## src/rtl/sclk_div_pkg.sv

```systemverilog
package sclk_div_pkg;
  // Configuration word layout
  localparam int CFG_W    = 16;
  localparam int BASE_W   = 4;
  localparam int PRE_W    = 3;
  localparam int DBL_B    = 4;   // doubling bit / exponent bit 0
  localparam int PRE_B1   = 6;   // exponent bit 1
  localparam int PRE_B2   = 7;   // exponent bit 2
  localparam int XDIV_LSB = 11;
  localparam int XDIV_W   = 3;
  localparam int XDIV_MAX = 4;
  // Widest product: 15 * 2^(2^PRE_W-1) * 2^XDIV_MAX
  localparam int RATIO_W  = BASE_W + (1 << PRE_W) - 1 + XDIV_MAX;
  localparam int MIN_RATIO = 2;

  typedef logic [CFG_W-1:0]   cfg_t;
  typedef logic [RATIO_W-1:0] ratio_t;

  // Pre-scale exponent: simple mode uses only the doubling bit
  function automatic logic [PRE_W-1:0] pre_exp(cfg_t c, logic ext);
    if (ext) return {c[PRE_B2], c[PRE_B1], c[DBL_B]};
    else     return {{(PRE_W-1){1'b0}}, c[DBL_B]};
  endfunction

  // Extra divider exponent, out-of-range codes saturate
  function automatic logic [XDIV_W-1:0] xdiv_exp(cfg_t c);
    logic [XDIV_W-1:0] s;
    s = c[XDIV_LSB +: XDIV_W];
    if (32'(s) > XDIV_MAX) s = XDIV_W'(XDIV_MAX);
    return s;
  endfunction

  function automatic ratio_t base_factor(cfg_t c);
    logic [BASE_W-1:0] b;
    b = c[BASE_W-1:0];
    if (b == '0) b = BASE_W'(1);
    return RATIO_W'(b);
  endfunction

  function automatic ratio_t total_ratio(cfg_t c, logic ext);
    ratio_t r;
    r = base_factor(c) << (32'(pre_exp(c, ext)) + 32'(xdiv_exp(c)));
    if (r < RATIO_W'(MIN_RATIO)) r = RATIO_W'(MIN_RATIO);
    return r;
  endfunction
endpackage

```

## src/rtl/sclk_cfg_decode.sv

```systemverilog
module sclk_cfg_decode
  import sclk_div_pkg::*;
(
  input  logic [CFG_W-1:0]   cfg_word,
  input  logic               ext_mode,
  output logic [RATIO_W-1:0] ratio
);
  // Bits outside the divider fields are not used here
  logic unused_cfg_bits;
  assign unused_cfg_bits = ^{cfg_word[CFG_W-1:XDIV_LSB+XDIV_W],
                             cfg_word[XDIV_LSB-1:PRE_B2+1],
                             cfg_word[DBL_B+1]};

  always_comb ratio = total_ratio(cfg_word, ext_mode);
endmodule

```

## src/rtl/sclk_phase_gen.sv

```systemverilog
module sclk_phase_gen
  import sclk_div_pkg::*;
(
  input  logic               clk,
  input  logic               rst_n,
  input  logic               active,
  input  logic [RATIO_W-1:0] ratio_now,
  output logic               sclk,
  output logic               rise,
  output logic               fall,
  output logic               run,
  output logic [RATIO_W-1:0] ratio_lat
);
  logic [RATIO_W-1:0] cnt;
  logic [RATIO_W-1:0] half_hi;
  logic [RATIO_W-1:0] half_lo;
  logic               lo_done;   // last low cycle of a period
  logic               hi_done;   // last high cycle of a period

  assign half_hi = ratio_lat >> 1;
  assign half_lo = ratio_lat - half_hi;
  assign lo_done = run && !sclk && (cnt == half_lo - RATIO_W'(1));
  assign hi_done = run &&  sclk && (cnt == half_hi - RATIO_W'(1));

  always_ff @(posedge clk) begin
    if (!rst_n) begin
      run       <= 1'b0;
      cnt       <= '0;
      sclk      <= 1'b0;
      rise      <= 1'b0;
      fall      <= 1'b0;
      ratio_lat <= RATIO_W'(MIN_RATIO);
    end else begin
      rise <= 1'b0;
      fall <= 1'b0;
      if (!active) begin
        run       <= 1'b0;
        cnt       <= '0;
        sclk      <= 1'b0;
        fall      <= sclk;
        ratio_lat <= ratio_now;
      end else if (!run) begin
        run       <= 1'b1;
        cnt       <= '0;
        sclk      <= 1'b0;
        ratio_lat <= ratio_now;
      end else if (lo_done) begin
        sclk <= 1'b1;
        rise <= 1'b1;
        cnt  <= '0;
      end else if (hi_done) begin
        sclk <= 1'b0;
        fall <= 1'b1;
        cnt  <= '0;
      end else begin
        cnt <= cnt + RATIO_W'(1);
      end
    end
  end
endmodule

```

## src/rtl/sclk_prescaler.sv

```systemverilog
module sclk_prescaler
  import sclk_div_pkg::*;
(
  input  logic             clk,
  input  logic             rst_n,
  input  logic [CFG_W-1:0] cfg_word,
  input  logic             ext_mode,
  input  logic             xfer_active,
  output logic             sclk,
  output logic             sclk_rise,
  output logic             sclk_fall
);
  logic [RATIO_W-1:0] ratio_now;
  logic [RATIO_W-1:0] ratio_lat;
  logic               run;

  sclk_cfg_decode u_dec (
    .cfg_word (cfg_word),
    .ext_mode (ext_mode),
    .ratio    (ratio_now)
  );

  sclk_phase_gen u_gen (
    .clk       (clk),
    .rst_n     (rst_n),
    .active    (xfer_active),
    .ratio_now (ratio_now),
    .sclk      (sclk),
    .rise      (sclk_rise),
    .fall      (sclk_fall),
    .run       (run),
    .ratio_lat (ratio_lat)
  );
endmodule

```

## config.mk

```make
export PLATFORM = sky130hd
export DESIGN_NAME = sclk_prescaler
export DESIGN_NICKNAME = d
export VERILOG_FILES = /design/src/rtl/sclk_div_pkg.sv /design/src/rtl/sclk_cfg_decode.sv /design/src/rtl/sclk_phase_gen.sv /design/src/rtl/sclk_prescaler.sv
export SDC_FILE = /design/constraint.sdc
export NUM_CORES = 1
export LEC_CHECK = 0
export BUFFER_PORTS_ARGS = -buffer_cell sky130_fd_sc_hd__buf_2
export CAP_MARGIN = 10
export CELL_PAD_IN_SITES_DETAIL_PLACEMENT = 1
export CELL_PAD_IN_SITES_GLOBAL_PLACEMENT = 2
export CORE_MARGIN = 1.5
export CORE_UTILIZATION = 37
export DETAILED_ROUTE_END_ITERATION = 12
export PLACE_DENSITY_LB_ADDON = 0.05
export SLEW_MARGIN = 20
export SYNTH_ARGS = -nofsm -noshare
export SYNTH_HDL_FRONTEND = slang
export SYNTH_SLANG_ARGS = --single-unit
export TNS_END_PERCENT = 5
```

## constraint.sdc

```tcl
create_clock -name clk -period 3.81 [get_ports clk]
set_input_delay 0.381 -clock clk [delete_from_list [all_inputs] [get_ports clk]]
set_output_delay 0.381 -clock clk [all_outputs]
set_load 0.01 [all_outputs]
```

==> metrics.md <==
| Metric | Value |
|---|---|
| Worst Tran Pin Value | `about 740 ps` |
| CP cell instances | `inv_1 > ha_1 > fa_1 > xor2_1 > nor4b_1 > nand3_1 > a2111oi_0 > nand4b_1 > a2111oi_4 > a211o_4 > nor2_1` |
| Share of cells above drive strength 1 | `10.2%` |
| Setup Skew | `approximately 14 ps` |
| YS warnings | `0` |
| Final setup viols | `0` |
| Antenna fix cells | `0` |
| Post-CTS Hold Fix Bufs | `0` |
| Pwr per Cell Area | `approximately 340 nW/um2` |
| Worst path arrival time | `roughly 3700 ps` |
| Clk network pwr share | `22.1%` |
| RSZ-0062 raised after global routing | `no` |
| Sequential fraction of the synthesis area | `between 15 and 20%` |
| Port bufs | `16` |
| Clk slew on worst S/H paths | `roughly 70 ps` |
| # rows | `35` |
| Fin. Hold Viols | `0` |
| Async SR Flop Fraction | `0%` |
| Clock Sinks | `34` |
| Synth top area cells | `dfxtp_1 19%, ha_1 15%, xnor2_1 7.5%` |
| XOR/XNOR Fraction of Synth Area | `15.4%` |
| CP max FO | `15` |
| Critical Path RT | `3990 ps` |
| Final Power | `about 1300 uW` |
| Die width | `100 um` |
| Simple-Gate Fraction of Synth Area | `around a quarter` |
| Syn Area/Cell | `around 8 um2` |
| TritonCTS buffer count | `5` |
| Largest area contributor in the netlist | `dfxtp_1` |
| Clock Tree Buf Depth | `2` |
| P&R area growth vs syn | `7.31%` |
| Initial Util | `a little under two fifths` |
| DIE AREA | `just over 10000 um2` |
| Synth Area in Adders | `between 15 and 20%` |
| Internal power | `a little under 800 uW` |
| Post-CTS sizing | `0` |
| Crit path max-delay family | `compound AO/OA/AOI/OAI gates` |
| CP peak stage delay | `approximately 470 ps` |
| CTS tree | `built` |
| Global Route Usage Sum | `about a fifth` |
| Fin cells | `562` |
| Slew Viols, Final | `0` |
| Largest family of logic cells by synthesized area | `simple AND/OR/NAND/NOR gates` |
| Synth unique cells | `62` |
| Hold WC Path Type | `primary input to flop` |
| NetSw | `roughly 510 uW` |
| Status | `finished, final reports clean` |
| Most frequent cell after synthesis | `ha_1` |
| First-pass GRT wire length | `between 15 and 20 mm` |
| H-tree levels | `2` |
| Vias/cell | `around 5.4` |
| Initial DRC Count | `89` |
| Multiplexer share of the synthesized area | `between 1 and 1.5%` |
| Register Area | `about 680 um2` |
| Fmax | `around 290 MHz` |
| Compound-Gate Fraction of Synth Area | `between 10% and 20%` |
| Synth cell count leaders | `42 x ha_1, 34 x dfxtp_1, 34 x nor2_1, 33 x nand2_1, 32 x inv_1` |
| Number of global-route vias before repair | `~3100` |
| Initial antenna violation count | `0` |
| Routability congestion estimate | `approximately 0.77` |
| DR pass1 iterations | `4` |
| Post-synth top area share | `between 10% and 20%` |
| HPWL Detailed | `between 8 and 9 mm` |
| DR vias | `roughly 3000` |
| Multi-input gate area | `approximately 2600 um2` |
| Min Tclk post-route | `between 3000 and 4000 ps` |
| Core Region | `9200 um2` |
| Synthesized flop and latch total | `34` |
| Max-cap violations | `0` |
| Tcrit/Tclk final | `91.1%` |
| Reg2reg end | `u_gen.cnt[12]` |
| Top_reg_cell synth | `dfxtp_1` |
| Clock latency on the worst-skew pair | `slightly below 300 ps` |
| R2R cell count | `11` |
| Synth Instances | `438` |
| Vert. Die Dim | `about 100 um` |
| Syn Nets | `between 500 and 600` |
| Sw frac | `around 40%` |
| Crit path to | `u_gen.cnt[12]` |
| Leak | `approximately 0.0016 uW` |
| Crit. path cell count | `11` |
| Comb power frac | `48.0%` |
| Kind of critical path | `flop to flop` |
| Peak supply drop | `roughly 0.0002 V` |
| Post-CTS Setup Repair Bufs | `0` |
| Io pins | `23` |
| Crit path launch | `u_gen.ratio_lat[1]` |
| Pin count of the biggest net entering global routing | `19` |
| Worst reg2reg setup slack | `around 340 ps` |
| Root Buffer | `clkbuf_8` |
| Crit-path slowest cell | `dfxtp_1` |
| Nets@finish | `514` |
| R2R Path Start | `u_gen.ratio_lat[1]` |
| Max transition margin | `approximately 50%` |
| Post-route ant nets | `0` |
| Final WL | `slightly below 10 mm` |
| GRT Residual Overflow | `0` |
| EDFF count, synth | `0` |
| CP endpoint kind | `flop` |
| Setup TNS | `0 ps` |
| Post-Syn Area | `approximately 3500 um2` |
| Fillers | `1151` |
| Placed Cells | `about 550` |
| Reg power frac | `about 30%` |
| Worst setup SP type | `flop` |
| WP buf/inv | `1` |
| Avg WL per Cell | `roughly 18 um` |
| # DRC | `0` |
[cell type report]
class / instances / area share, %
clock inverter: 1 / 0.133
sequential: 34 / 18.1
clock buffer: 7 / 2.29
tap: 111 / 3.69
multi-input combinational: 358 / 69.9
timing repair buffer: 19 / 2.72
inverter: 32 / 3.19
[power by group through the flow]
stage | registers, uW | clock network [uW] | logic (uW)
floorplan | 388 | 0 | 476
global placement | 393 | 0 | 612
detailed placement | 393 | 0 | 621
CTS | 385 | 291 | 624
global route | 387 | 306 | 694
finish | 385 | 283 | 617
[logic make-up after synthesis]
logic type,Yosys count
DFF,34
buffers and inverters,46
adders and majority gates,44
and+or+nand+nor,162
muxes,4
AOI/OAI and AO/OA,88
xor gates and xnor gates,60
[through the flow]
step                util, %  worst slack (ps)  hold slack, ps  area (um2)
global placement       40.0               429             476        3670
global route           41.0               150             379        3770
CTS                    41.0               369             376        3770
floorplan                 -               850             456        3510
finish                 41.0               338             384        3770
detailed placement     40.0               382             479        3670
[layer usage]
metal,wire length [um],track usage [%]
met2,4700,36.9
met1,4940,26.5
met3,138,2.51
met5,0,0
met4,85,3.58
[how the worst min path moves through the flow]
stage | from | endpoint | slack, ps | cells after the start
finish | xfer_active | u_gen.run | 380 | 2
CTS | xfer_active | u_gen.run | 380 | 2
floorplan | u_gen.ratio_lat[0] | u_gen.ratio_lat[0] | 460 | 1
global route | xfer_active | u_gen.run | 380 | 2
global placement | u_gen.ratio_lat[3] | u_gen.ratio_lat[3] | 480 | 2
detailed placement | u_gen.ratio_lat[3] | u_gen.ratio_lat[3] | 480 | 2
[cells in the final DEF, fill, tap and decap left out, types with 15 or more instances in the layout]
cell type  count
a21oi_1       15
buf_2         16
dfxtp_1       34
ha_1          42
inv_1         32
nand2_1       33
nor2_1        34
nor2b_1       20
o21ai_0       15
xnor2_1       30
xor2_1        28
[worst register-to-register path: stages, from the launching register on]
cell and delay [ps]:
dfxtp_1 470, inv_1 130, ha_1 240, fa_1 450
xor2_1 170, nor4b_1 440, nand3_1 120, a2111oi_0 340
nand4b_1 210, a2111oi_4 360, a211o_4 340, nor2_1 80
[flip-flops by register name (all words and copies together) (netlist names)]
name,flops
u_gen.cnt,15
u_gen.rise,1
u_gen.sclk,1
u_gen.fall,1
u_gen.run,1
u_gen.ratio_lat,15
Note: power is estimated with default switching activity, not from simulation.
